File: src/rtl/nat_pkg.sv
package nat_pkg;

    localparam int ID_W = 10;
    typedef logic [ID_W-1:0] id_t;
    localparam id_t ID_NONE = id_t'(1023);

    // Register operations, one per decoded offset/direction pair.
    typedef enum logic [2:0] {
        OP_NONE,
        OP_CTRL,
        OP_MASK,
        OP_BPR,
        OP_ACK,
        OP_EOI,
        OP_RPR,
        OP_HPP
    } op_e;

    typedef enum logic {
        WK_IDLE,
        WK_STEP
    } walk_e;

    typedef struct packed {
        logic v;
        id_t  id;
    } idpulse_t;

    function automatic op_e decode_op(input logic [4:0] off, input logic we);
        op_e r;
        r = OP_NONE;
        if (off[1:0] == 2'b00) begin
            case (off[4:2])
                3'd0: r = OP_CTRL;
                3'd1: r = OP_MASK;
                3'd2: r = OP_BPR;
                3'd3: r = we ? OP_NONE : OP_ACK;
                3'd4: r = we ? OP_EOI : OP_NONE;
                3'd5: r = we ? OP_NONE : OP_RPR;
                3'd6: r = we ? OP_NONE : OP_HPP;
                default: r = OP_NONE;
            endcase
        end
        return r;
    endfunction

endpackage

File: src/rtl/nat_regdec.sv
module nat_regdec
    import nat_pkg::*;
(
    input  logic        req,
    input  logic        we,
    input  logic [4:0]  addr,
    input  logic [31:0] wdata,
    input  logic        busy,
    output logic        accept,
    output op_e         op,
    output logic        ack_go,
    output logic        eoi_go,
    output id_t         eoi_id
);
    always_comb begin
        accept = req && !busy;
        op     = accept ? decode_op(addr, we) : OP_NONE;
        ack_go = (op == OP_ACK);
        eoi_go = (op == OP_EOI);
        eoi_id = wdata[ID_W-1:0];
    end
endmodule

File: src/rtl/nat_chain.sv
module nat_chain
    import nat_pkg::*;
#(
    parameter int NUM_IDS = 64,
    parameter int PRIO_W  = 8
) (
    input  logic                      clk,
    input  logic                      rst,
    input  logic                      ack_go,
    input  logic                      eoi_go,
    input  id_t                       eoi_id,
    input  id_t                       best_id,
    input  logic [NUM_IDS*PRIO_W-1:0] prio_flat,
    input  logic [NUM_IDS-1:0]        trig_edge,
    input  logic [NUM_IDS-1:0]        irq_en,
    input  logic [NUM_IDS-1:0]        line_lvl,
    output id_t                       run_id,
    output logic [PRIO_W:0]           run_prio,
    output logic                      ack_ok,
    output logic                      busy,
    output idpulse_t                  pend_set,
    output idpulse_t                  pend_clr,
    output logic                      drop
);
    localparam int IX_W = (NUM_IDS > 1) ? $clog2(NUM_IDS) : 1;
    localparam id_t ID_LIMIT = id_t'(NUM_IDS);
    localparam logic [PRIO_W:0] RP_IDLE = {1'b1, {PRIO_W{1'b0}}};

    id_t   link_q [NUM_IDS];
    walk_e wk_q;
    id_t   cur_q;
    id_t   tgt_q;

    logic [IX_W-1:0] best_ix, run_ix, eoi_ix, cur_ix, tgt_ix, pop_ix;
    logic            best_in, eoi_in, tgt_in, pop_in;
    logic [PRIO_W:0] best_p, pop_p;
    id_t             pop_id, nxt_id;
    logic            repend;

    always_comb begin
        best_ix = best_id[IX_W-1:0];
        run_ix  = run_id[IX_W-1:0];
        eoi_ix  = eoi_id[IX_W-1:0];
        cur_ix  = cur_q[IX_W-1:0];
        tgt_ix  = tgt_q[IX_W-1:0];

        best_in = (best_id < ID_LIMIT);
        eoi_in  = (eoi_id < ID_LIMIT);
        tgt_in  = (tgt_q < ID_LIMIT);

        best_p  = best_in ? {1'b0, prio_flat[best_ix*PRIO_W +: PRIO_W]} : RP_IDLE;
        ack_ok  = (best_id != ID_NONE) && best_in && (best_p < run_prio);

        pop_id  = link_q[run_ix];
        pop_ix  = pop_id[IX_W-1:0];
        pop_in  = (pop_id < ID_LIMIT);
        pop_p   = pop_in ? {1'b0, prio_flat[pop_ix*PRIO_W +: PRIO_W]} : RP_IDLE;

        nxt_id  = link_q[cur_ix];
        repend  = eoi_in && !trig_edge[eoi_ix] && irq_en[eoi_ix] && line_lvl[eoi_ix];
        busy    = (wk_q == WK_STEP);
    end

    always_ff @(posedge clk) begin
        if (rst) begin
            run_id   <= ID_NONE;
            run_prio <= RP_IDLE;
            wk_q     <= WK_IDLE;
            cur_q    <= ID_NONE;
            tgt_q    <= ID_NONE;
            pend_set <= '{v: 1'b0, id: ID_NONE};
            pend_clr <= '{v: 1'b0, id: ID_NONE};
            drop     <= 1'b0;
            for (int i = 0; i < NUM_IDS; i++) begin
                link_q[i] <= ID_NONE;
            end
        end else begin
            pend_set.v <= 1'b0;
            pend_clr.v <= 1'b0;
            drop       <= 1'b0;
            case (wk_q)
                WK_IDLE: begin
                    if (ack_go && ack_ok) begin
                        link_q[best_ix] <= run_id;
                        run_id          <= best_id;
                        run_prio        <= best_p;
                        pend_clr        <= '{v: 1'b1, id: best_id};
                        drop            <= 1'b1;
                    end else if (eoi_go && (run_id != ID_NONE)) begin
                        if (repend) begin
                            pend_set <= '{v: 1'b1, id: eoi_id};
                        end
                        if (eoi_id == run_id) begin
                            run_id   <= pop_id;
                            run_prio <= pop_p;
                        end else begin
                            wk_q  <= WK_STEP;
                            cur_q <= run_id;
                            tgt_q <= eoi_id;
                        end
                    end
                end
                WK_STEP: begin
                    if (nxt_id == ID_NONE) begin
                        wk_q <= WK_IDLE;
                    end else if (nxt_id == tgt_q) begin
                        link_q[cur_ix] <= tgt_in ? link_q[tgt_ix] : ID_NONE;
                        wk_q           <= WK_IDLE;
                    end else begin
                        cur_q <= nxt_id;
                    end
                end
                default: wk_q <= WK_IDLE;
            endcase
        end
    end
endmodule

File: src/rtl/nat_tracker.sv
module nat_tracker
    import nat_pkg::*;
#(
    parameter int NUM_IDS = 64,
    parameter int PRIO_W  = 8,
    parameter logic [PRIO_W-1:0] MASK_INIT = 8'hF0
) (
    input  logic                      clk,
    input  logic                      rst,
    input  logic                      reg_req,
    input  logic                      reg_we,
    input  logic [4:0]                reg_addr,
    input  logic [31:0]               reg_wdata,
    output logic [31:0]               reg_rdata,
    output logic                      reg_rvalid,
    output logic                      reg_busy,
    input  logic [9:0]                best_id,
    input  logic [NUM_IDS*PRIO_W-1:0] prio_flat,
    input  logic [NUM_IDS-1:0]        trig_edge,
    input  logic [NUM_IDS-1:0]        irq_en,
    input  logic [NUM_IDS-1:0]        line_lvl,
    output logic [9:0]                run_id,
    output logic [PRIO_W:0]           run_prio,
    output logic                      pend_clr_v,
    output logic [9:0]                pend_clr_id,
    output logic                      pend_set_v,
    output logic [9:0]                pend_set_id,
    output logic                      req_drop,
    output logic                      cpu_en,
    output logic [PRIO_W-1:0]         prio_mask
);
    logic     accept;
    op_e      op;
    logic     ack_go, eoi_go, ack_ok;
    id_t      eoi_id;
    idpulse_t set_p, clr_p;
    logic [31:0] rd_mux;
    logic        unused_wbits;

    assign unused_wbits = ^reg_wdata[31:ID_W];

    nat_regdec u_dec (
        .req    (reg_req),
        .we     (reg_we),
        .addr   (reg_addr),
        .wdata  (reg_wdata),
        .busy   (reg_busy),
        .accept (accept),
        .op     (op),
        .ack_go (ack_go),
        .eoi_go (eoi_go),
        .eoi_id (eoi_id)
    );

    nat_chain #(.NUM_IDS(NUM_IDS), .PRIO_W(PRIO_W)) u_chain (
        .clk       (clk),
        .rst       (rst),
        .ack_go    (ack_go),
        .eoi_go    (eoi_go),
        .eoi_id    (eoi_id),
        .best_id   (best_id),
        .prio_flat (prio_flat),
        .trig_edge (trig_edge),
        .irq_en    (irq_en),
        .line_lvl  (line_lvl),
        .run_id    (run_id),
        .run_prio  (run_prio),
        .ack_ok    (ack_ok),
        .busy      (reg_busy),
        .pend_set  (set_p),
        .pend_clr  (clr_p),
        .drop      (req_drop)
    );

    assign pend_set_v  = set_p.v;
    assign pend_set_id = set_p.id;
    assign pend_clr_v  = clr_p.v;
    assign pend_clr_id = clr_p.id;

    always_comb begin
        case (op)
            OP_CTRL: rd_mux = {31'd0, cpu_en};
            OP_MASK: rd_mux = 32'(prio_mask);
            OP_ACK:  rd_mux = 32'(ack_ok ? best_id : ID_NONE);
            OP_RPR:  rd_mux = 32'(run_prio);
            OP_HPP:  rd_mux = 32'(best_id);
            default: rd_mux = 32'd0;
        endcase
    end

    always_ff @(posedge clk) begin
        if (rst) begin
            cpu_en     <= 1'b0;
            prio_mask  <= MASK_INIT;
            reg_rdata  <= 32'd0;
            reg_rvalid <= 1'b0;
        end else begin
            reg_rvalid <= accept && !reg_we;
            if (accept && !reg_we) begin
                reg_rdata <= rd_mux;
            end
            if (accept && reg_we) begin
                if (op == OP_CTRL) cpu_en    <= reg_wdata[0];
                if (op == OP_MASK) prio_mask <= reg_wdata[PRIO_W-1:0];
            end
        end
    end
endmodule

File: config.mk
export PLATFORM = sky130hd
export DESIGN_NAME = nat_tracker
export DESIGN_NICKNAME = d
export VERILOG_FILES = /design/src/rtl/nat_pkg.sv /design/src/rtl/nat_regdec.sv /design/src/rtl/nat_chain.sv /design/src/rtl/nat_tracker.sv
export SDC_FILE = /design/constraint.sdc
export NUM_CORES = 2
export LEC_CHECK = 0
export ABC_AREA = 1
export BUFFER_PORTS_ARGS = -buffer_cell sky130_fd_sc_hd__buf_2
export CAP_MARGIN = 20
export CELL_PAD_IN_SITES_DETAIL_PLACEMENT = 1
export CELL_PAD_IN_SITES_GLOBAL_PLACEMENT = 2
export CORE_MARGIN = 4
export CORE_UTILIZATION = 32
export DETAILED_ROUTE_END_ITERATION = 16
export MAX_ROUTING_LAYER = met4
export PLACE_DENSITY_LB_ADDON = 0.05
export RECOVER_POWER = 50
export SLEW_MARGIN = 40
export SYNTH_ARGS = -nofsm -noshare
export SYNTH_HDL_FRONTEND = slang
export SYNTH_SLANG_ARGS = --single-unit
export TNS_END_PERCENT = 1
File: constraint.sdc
create_clock -name clk -period 6.45 [get_ports clk]
set_input_delay 1.29 -clock clk [delete_from_list [all_inputs] [get_ports clk]]
set_output_delay 1.29 -clock clk [all_outputs]
set_load 0.05 [all_outputs]
# Word level (Yosys, flattened, before mapping)
# Memories as Yosys holds them, arrays and structs flattened. A register that Yosys moved wholly into a read port is not among the register bits.
# Index checks and enable logic that the tools add are counted.
# classes
n_eq_ne,22
n_reduce_logical,28
order_cmp,6
mux,61
bitwise,4
shift,2
# ops
op,n
variable part select 512 x 10 -> 8 bit,2
2-to-1 mux 6 bit,13
2-to-1 mux 10 bit,7
case mux 10 bit (5 select lines),1
2-to-1 mux 9 bit,5
< comparator 10 x 7 -> 1 bit (second input constant),4
2-to-1 mux 11 bit,2
== test 3 bit (second input constant),7
2-to-1 mux 1 bit,21
case mux 3 bit (7 select lines),1
== test 10 bit,2
!= test 10 bit (second input constant),2
OR reduction 10 bit,2
binary-select mux 1 bit (select 6 bit),3
2-to-1 mux 3 bit,6
case mux 6 bit (2 select lines),1
== test 10 bit (second input constant),1
logical AND 1 bit,10
== test 3 x 2 -> 1 bit (second input constant),3
< comparator 9 bit,1
!= test 2 bit (second input constant),4
AND reduction 4 bit,2
< comparator 6 x 7 -> 1 bit (second input constant),1
== test 3 x 1 -> 1 bit (second input constant),2
12 further kinds,20
# totals
n_memories,1
ramBits,640
in_bits,755
output_inout_bits,85
wordCells,138
regBits,101
# mem_list
name,words,width,rd,rd_ports_with_merged_regs,write_ports,line_no,source
u_chain.link_q,64,10,3,3,64,nat_chain.sv:29,id_t link_q [NUM_IDS];

# Logic depth before layout (Yosys ltp)
# depth
ltp_word,13
mapped_depth,27

# Modules after synthesis
# From an unflattened synthesis, not the netlist that was laid out.
# hier_totals
cells_unflattened,8583
area_unflattened_um2,57579.0
# modules_own_cells
mod,seq_area_each_um2,instances,cells_per_inst,area_per_inst_um2
nat_chain,20759.9,1,8343,56097.6
nat_tracker,400.4,1,193,1251.2
nat_regdec,0.0,1,47,230.2

# Least setup slack after synthesis
# Ideal clock, no wire load.
# synth_timing
path_type,input-to-reg
startpoint,in best_id[0]
endpoint,mem u_chain.link_q[1][0] (netlist name) (enable)
arrival_time_ns,5.620
cell_stages,22
setup_time_ns,0.391
required_ns,6.059
path_slack_ns,0.439
path_cell_list,clkbuf_1 -> clkbuf_1 -> clkbuf_1 -> clkbuf_1 -> clkbuf_1 -> nor2_1 -> o221ai_1 -> nand3_1 -> o311ai_0 -> nand3_1 -> a21oi_1 -> ha_1 -> a21oi_1 -> o21ai_0 -> a21oi_1 -> o2111a_1 -> nand3_1 -> nor2_1 -> nor2_4 -> inv_2 -> nand3_1 -> o21ai_0
# synth_lines
element,line_no,source
"start, declared",nat_tracker.sv:17,"input logic [9:0] best_id,"
"end, declared",nat_chain.sv:29,

==> results.sh <==
export IMPL_timing_max_slew_rel_slack_pct=22.78
export IMPL_number_of_primary_i_o_pins=840
export IMPL_fp_dieArea_sq_um=185000
export IMPL_report_final_slew_viol_count=0
export IMPL_vias_per_cell=6.173
export IMPL_finalWirelength_um=374300
export IMPL_setup_repair_after_global_routing_missed_its_margin="false"
export IMPL_clock_sinks=737
export IMPL_ant_nets=0
export IMPL_synthCells=8478
export IMPL_setup_viol=0
export IMPL_power_density_cell_area_nw_per_um2=172.9
export IMPL_yosys_top_cells_area="sky130_fd_sc_hd__edfxtp_1 (34%), sky130_fd_sc_hd__nand3_1 (17%), sky130_fd_sc_hd__nand2_1 (12%), sky130_fd_sc_hd__o21ai_0 (9.1%), sky130_fd_sc_hd__nor2_1 (6.6%)"
export IMPL_h_tree_depth=3
export IMPL_crit_path_end_kind="flop"
export IMPL_grt_antenna_before_repair=83
export IMPL_rows=154
export IMPL_vias=70630
export IMPL_floorplan_core_area_sq_um=176700
export IMPL_post_route_cells_drive_above_1_share_pct=14.96
export IMPL_grt_remaining_overflow=0
export IMPL_cts_resized=0
export IMPL_pin_count_of_the_biggest_net_entering_global_routing=145
export IMPL_cts_tree="built"
export IMPL_clock_tree_root_cell="sky130_fd_sc_hd__clkbuf_16"
export IMPL_cts_buffers_inserted=90
export IMPL_synth_warnings=0
export IMPL_drt_initial_drc_count=7660
export IMPL_ys_flop_type="sky130_fd_sc_hd__edfxtp_1"
export IMPL_crit_type="in -> reg"
export IMPL_cp_data_arrival_time_ns=6.33
export IMPL_flow_area_growth_from_synthesis_pct=19.43
export IMPL_leakage_nw=24.83
export IMPL_vdd_ir_drop_worst_uv=318.6
export IMPL_yosysSeqAreaShare_pct=37.11
export IMPL_grt_first_pass_wirelength_um=524100
export IMPL_fin_skew_ns=0.05936
export IMPL_critPathMaxFanout=48
export IMPL_routedWlPerCell_um=32.71
export IMPL_synth_area_sq_um=57010
export IMPL_worstHoldPathType="reg -> reg"
export IMPL_postLayoutCoreUtil_pct=38.54
export IMPL_fillers=22350
export IMPL_hpwlAfterDp_um=267800
export IMPL_clock_path_buffers=3
export IMPL_initial_core_util_pct=32.27
export IMPL_nNetsFinal=9723
export IMPL_remaining_drc_errors=0
export IMPL_synth_edff_count=640
export IMPL_worstSetupStartpointType="input pin"
export IMPL_worstSkewPairLatency_ns=0.76
export IMPL_max_cap_violations=0
export IMPL_final_hold_violation_count=0
export IMPL_globalplace_congestion=0.9729
export IMPL_grt_use_total_pct=39.90
export IMPL_cts_setup_buffers=0
export IMPL_cp_data_required_time_ns=6.83
export IMPL_preCtsSetupSlack_ns=0.06470
export IMPL_synth_top_cell_by_area="sky130_fd_sc_hd__edfxtp_1"
export IMPL_synth_distinct_cells=50
export IMPL_outcome="completed"
export IMPL_timing_worst_slew_pin_value_ns=1.163
export IMPL_floorplan_die_width_um=430.1
export IMPL_flop_and_latch_count_out_of_synthesis=737
export IMPL_finalCritPeriodShare_pct=92.19
export IMPL_achievable_frequency_ghz=0.1682
export IMPL_post_route_worst_setup_slack_ns=0.5040
export IMPL_min_cycle_time_layout_ns=5.946
export IMPL_first_global_vias=69170
export IMPL_post_synth_top_area_fraction_pct=33.71
export IMPL_firstDrtPassIters=6
export IMPL_die_height_um=430.1
export IMPL_postSynthAreaPerCell_sq_um=6.725
export IMPL_async_flop_share_pct=0
export IMPL_port_buffer_count=795
export IMPL_clock_pin_slew_on_the_worst_setup_and_hold_paths_ns=0.06
export IMPL_hold_buffers=0
[path summary, 6_finish.rpt]
kind	endpoint	from	depth (start not counted)	slack, ns
max	u_chain.link_q[56][0]$_SDFFCE_PN1P_	best_id[1]	23	0.50
min	u_chain.pend_set[6]$_SDFFE_PP1P_	u_chain.pend_set[6]$_SDFFE_PP1P_	2	0.45
max reg2reg	u_chain.link_q[48][9]$_SDFFCE_PN1P_	flop	22	0.54
min reg2reg	u_chain.pend_set[6]$_SDFFE_PP1P_	u_chain.pend_set[6]$_SDFFE_PP1P_	2	0.45
[through the flow]
stage	TNS (ns)	area (sq um)	std cells	hold WS, ns	total power (W)
after global placement	-1.306	65250	11210	0.4255	0.006583
after detailed placement	0	65310	11210	0.4287	0.006598
after global routing	0	68090	11440	0.4762	0.01208
after floorplan	0	57090	8499	0.4480	0.005828
after CTS	0	68280	11370	0.4436	0.01182
final	0	68100	11440	0.4487	0.01177
[cells in the final DEF, fill, tap and decap left out, types with 10 or more instances in the layout]
cell,synthesis,final
sky130_fd_sc_hd__nand3_1,1920,1920
sky130_fd_sc_hd__nand2_1,1881,1878
sky130_fd_sc_hd__o21ai_0,1041,1040
sky130_fd_sc_hd__nor2_1,1009,1013
sky130_fd_sc_hd__buf_2,219,727
sky130_fd_sc_hd__edfxtp_1,640,640
sky130_fd_sc_hd__o22ai_1,336,336
sky130_fd_sc_hd__buf_4,60,280
sky130_fd_sc_hd__inv_1,163,159
sky130_fd_sc_hd__clkbuf_1,532,121
sky130_fd_sc_hd__o221ai_1,112,112
sky130_fd_sc_hd__a21oi_1,111,111
sky130_fd_sc_hd__buf_12,0,111
sky130_fd_sc_hd__clkbuf_16,0,90
sky130_fd_sc_hd__o211ai_1,85,85
sky130_fd_sc_hd__dfxtp_1,97,85
sky130_fd_sc_hd__diode_2,0,72
sky130_fd_sc_hd__clkinv_1,16,27
sky130_fd_sc_hd__nand4_1,26,26
sky130_fd_sc_hd__conb_1,1,22
sky130_fd_sc_hd__nand3b_1,18,18
sky130_fd_sc_hd__inv_2,18,15
sky130_fd_sc_hd__clkinv_2,0,15
sky130_fd_sc_hd__o31ai_1,15,14
sky130_fd_sc_hd__nor3_1,10,10
sky130_fd_sc_hd__clkbuf_2,0,10
[report_power, final]
group	switching, W	internal (W)
logic	0.000903	0.000447
clock network	0.00231	0.00295
registers	0.00000289	0.00515
total	0.00322	0.00855
[cell type report]
type                       count  area (sq um)  area share [%]
inverter                     198         805.8           1.183
timing repair buffer        1241          8476           12.45
antenna                       72         180.2          0.2646
multi-input combinational   6692         31540           46.32
clock inverter                57         616.8          0.9059
clock buffer                 106          2352           3.454
tap                         2340          2928           4.300
sequential                   737         21200           31.13
[worst max-delay path: stages]
cell and delay, ns:
sky130_fd_sc_hd__clkbuf_1 0.22, sky130_fd_sc_hd__inv_4 0.33, sky130_fd_sc_hd__buf_12 0.28, sky130_fd_sc_hd__o21ai_0 0.15
sky130_fd_sc_hd__o22ai_1 0.21, sky130_fd_sc_hd__nor2_1 0.11, sky130_fd_sc_hd__o311ai_1 0.58, sky130_fd_sc_hd__buf_4 0.25
sky130_fd_sc_hd__nand3_1 0.07, sky130_fd_sc_hd__a21oi_1 0.22, sky130_fd_sc_hd__ha_1 0.28, sky130_fd_sc_hd__a21oi_1 0.12
sky130_fd_sc_hd__o21ai_0 0.09, sky130_fd_sc_hd__a21oi_1 0.15, sky130_fd_sc_hd__o2111a_1 0.21, sky130_fd_sc_hd__nand3_1 0.12
sky130_fd_sc_hd__clkbuf_1 0.16, sky130_fd_sc_hd__o21ai_0 0.30, sky130_fd_sc_hd__buf_4 0.18, sky130_fd_sc_hd__nand3_1 0.07
sky130_fd_sc_hd__buf_4 0.20, sky130_fd_sc_hd__o21ai_0 0.17, sky130_fd_sc_hd__clkbuf_1 0.48
[cells in the mapped netlist, drive strengths merged (85+ instances only)]
| cell type | count |
|---|---|
| nand3 | 1921 |
| nand2 | 1886 |
| o21ai | 1051 |
| nor2 | 1028 |
| edfxtp | 640 |
| clkbuf | 533 |
| buf | 339 |
| o22ai | 336 |
| inv | 182 |
| o221ai | 112 |
| a21oi | 111 |
| dfxtp | 97 |
| o211ai | 85 |
[metal layers]
layer	wire length [um]	vias to the layer above	track usage, %
met3	29460	706	6.843
met5	0	-	-
met1	148500	35650	49.11
li1	-	30750	-
met2	176500	3522	64.01
met4	19770	0	18.39
[registers in the layout, summed over array words and instances, names as in the netlist, named ones only]
signal,cells
u_chain.pend_set,11
cpu_en,1
prio_mask,8
u_chain.drop,1
u_chain.link_q,640
u_chain.run_prio,9
u_chain.cur_q,6
u_chain.busy,1
reg_rvalid,1
u_chain.tgt_q,10
u_chain.run_id,10
u_chain.pend_clr,11
reg_rdata,10
[logic make-up (layout without fill, tap and decap cells)]
| logic type | after synthesis | in the layout | synth area share [%] |
|---|---|---|---|
| AO/OA/AOI/OAI | 1759 | 1759 | 17.69 |
| adder cells (fa/ha/maj) | 8 | 8 | 0.1756 |
| AND/OR/NAND/NOR | 4899 | 4899 | 36.94 |
| flip-flops | 737 | 737 | 37.11 |
| XOR/XNOR | 4 | 4 | 0.06144 |
| buffers and inverters | 1070 | 1602 | 8.010 |
| other | 1 | 94 | 0.006577 |
Power figures use the tool's default switching activity.
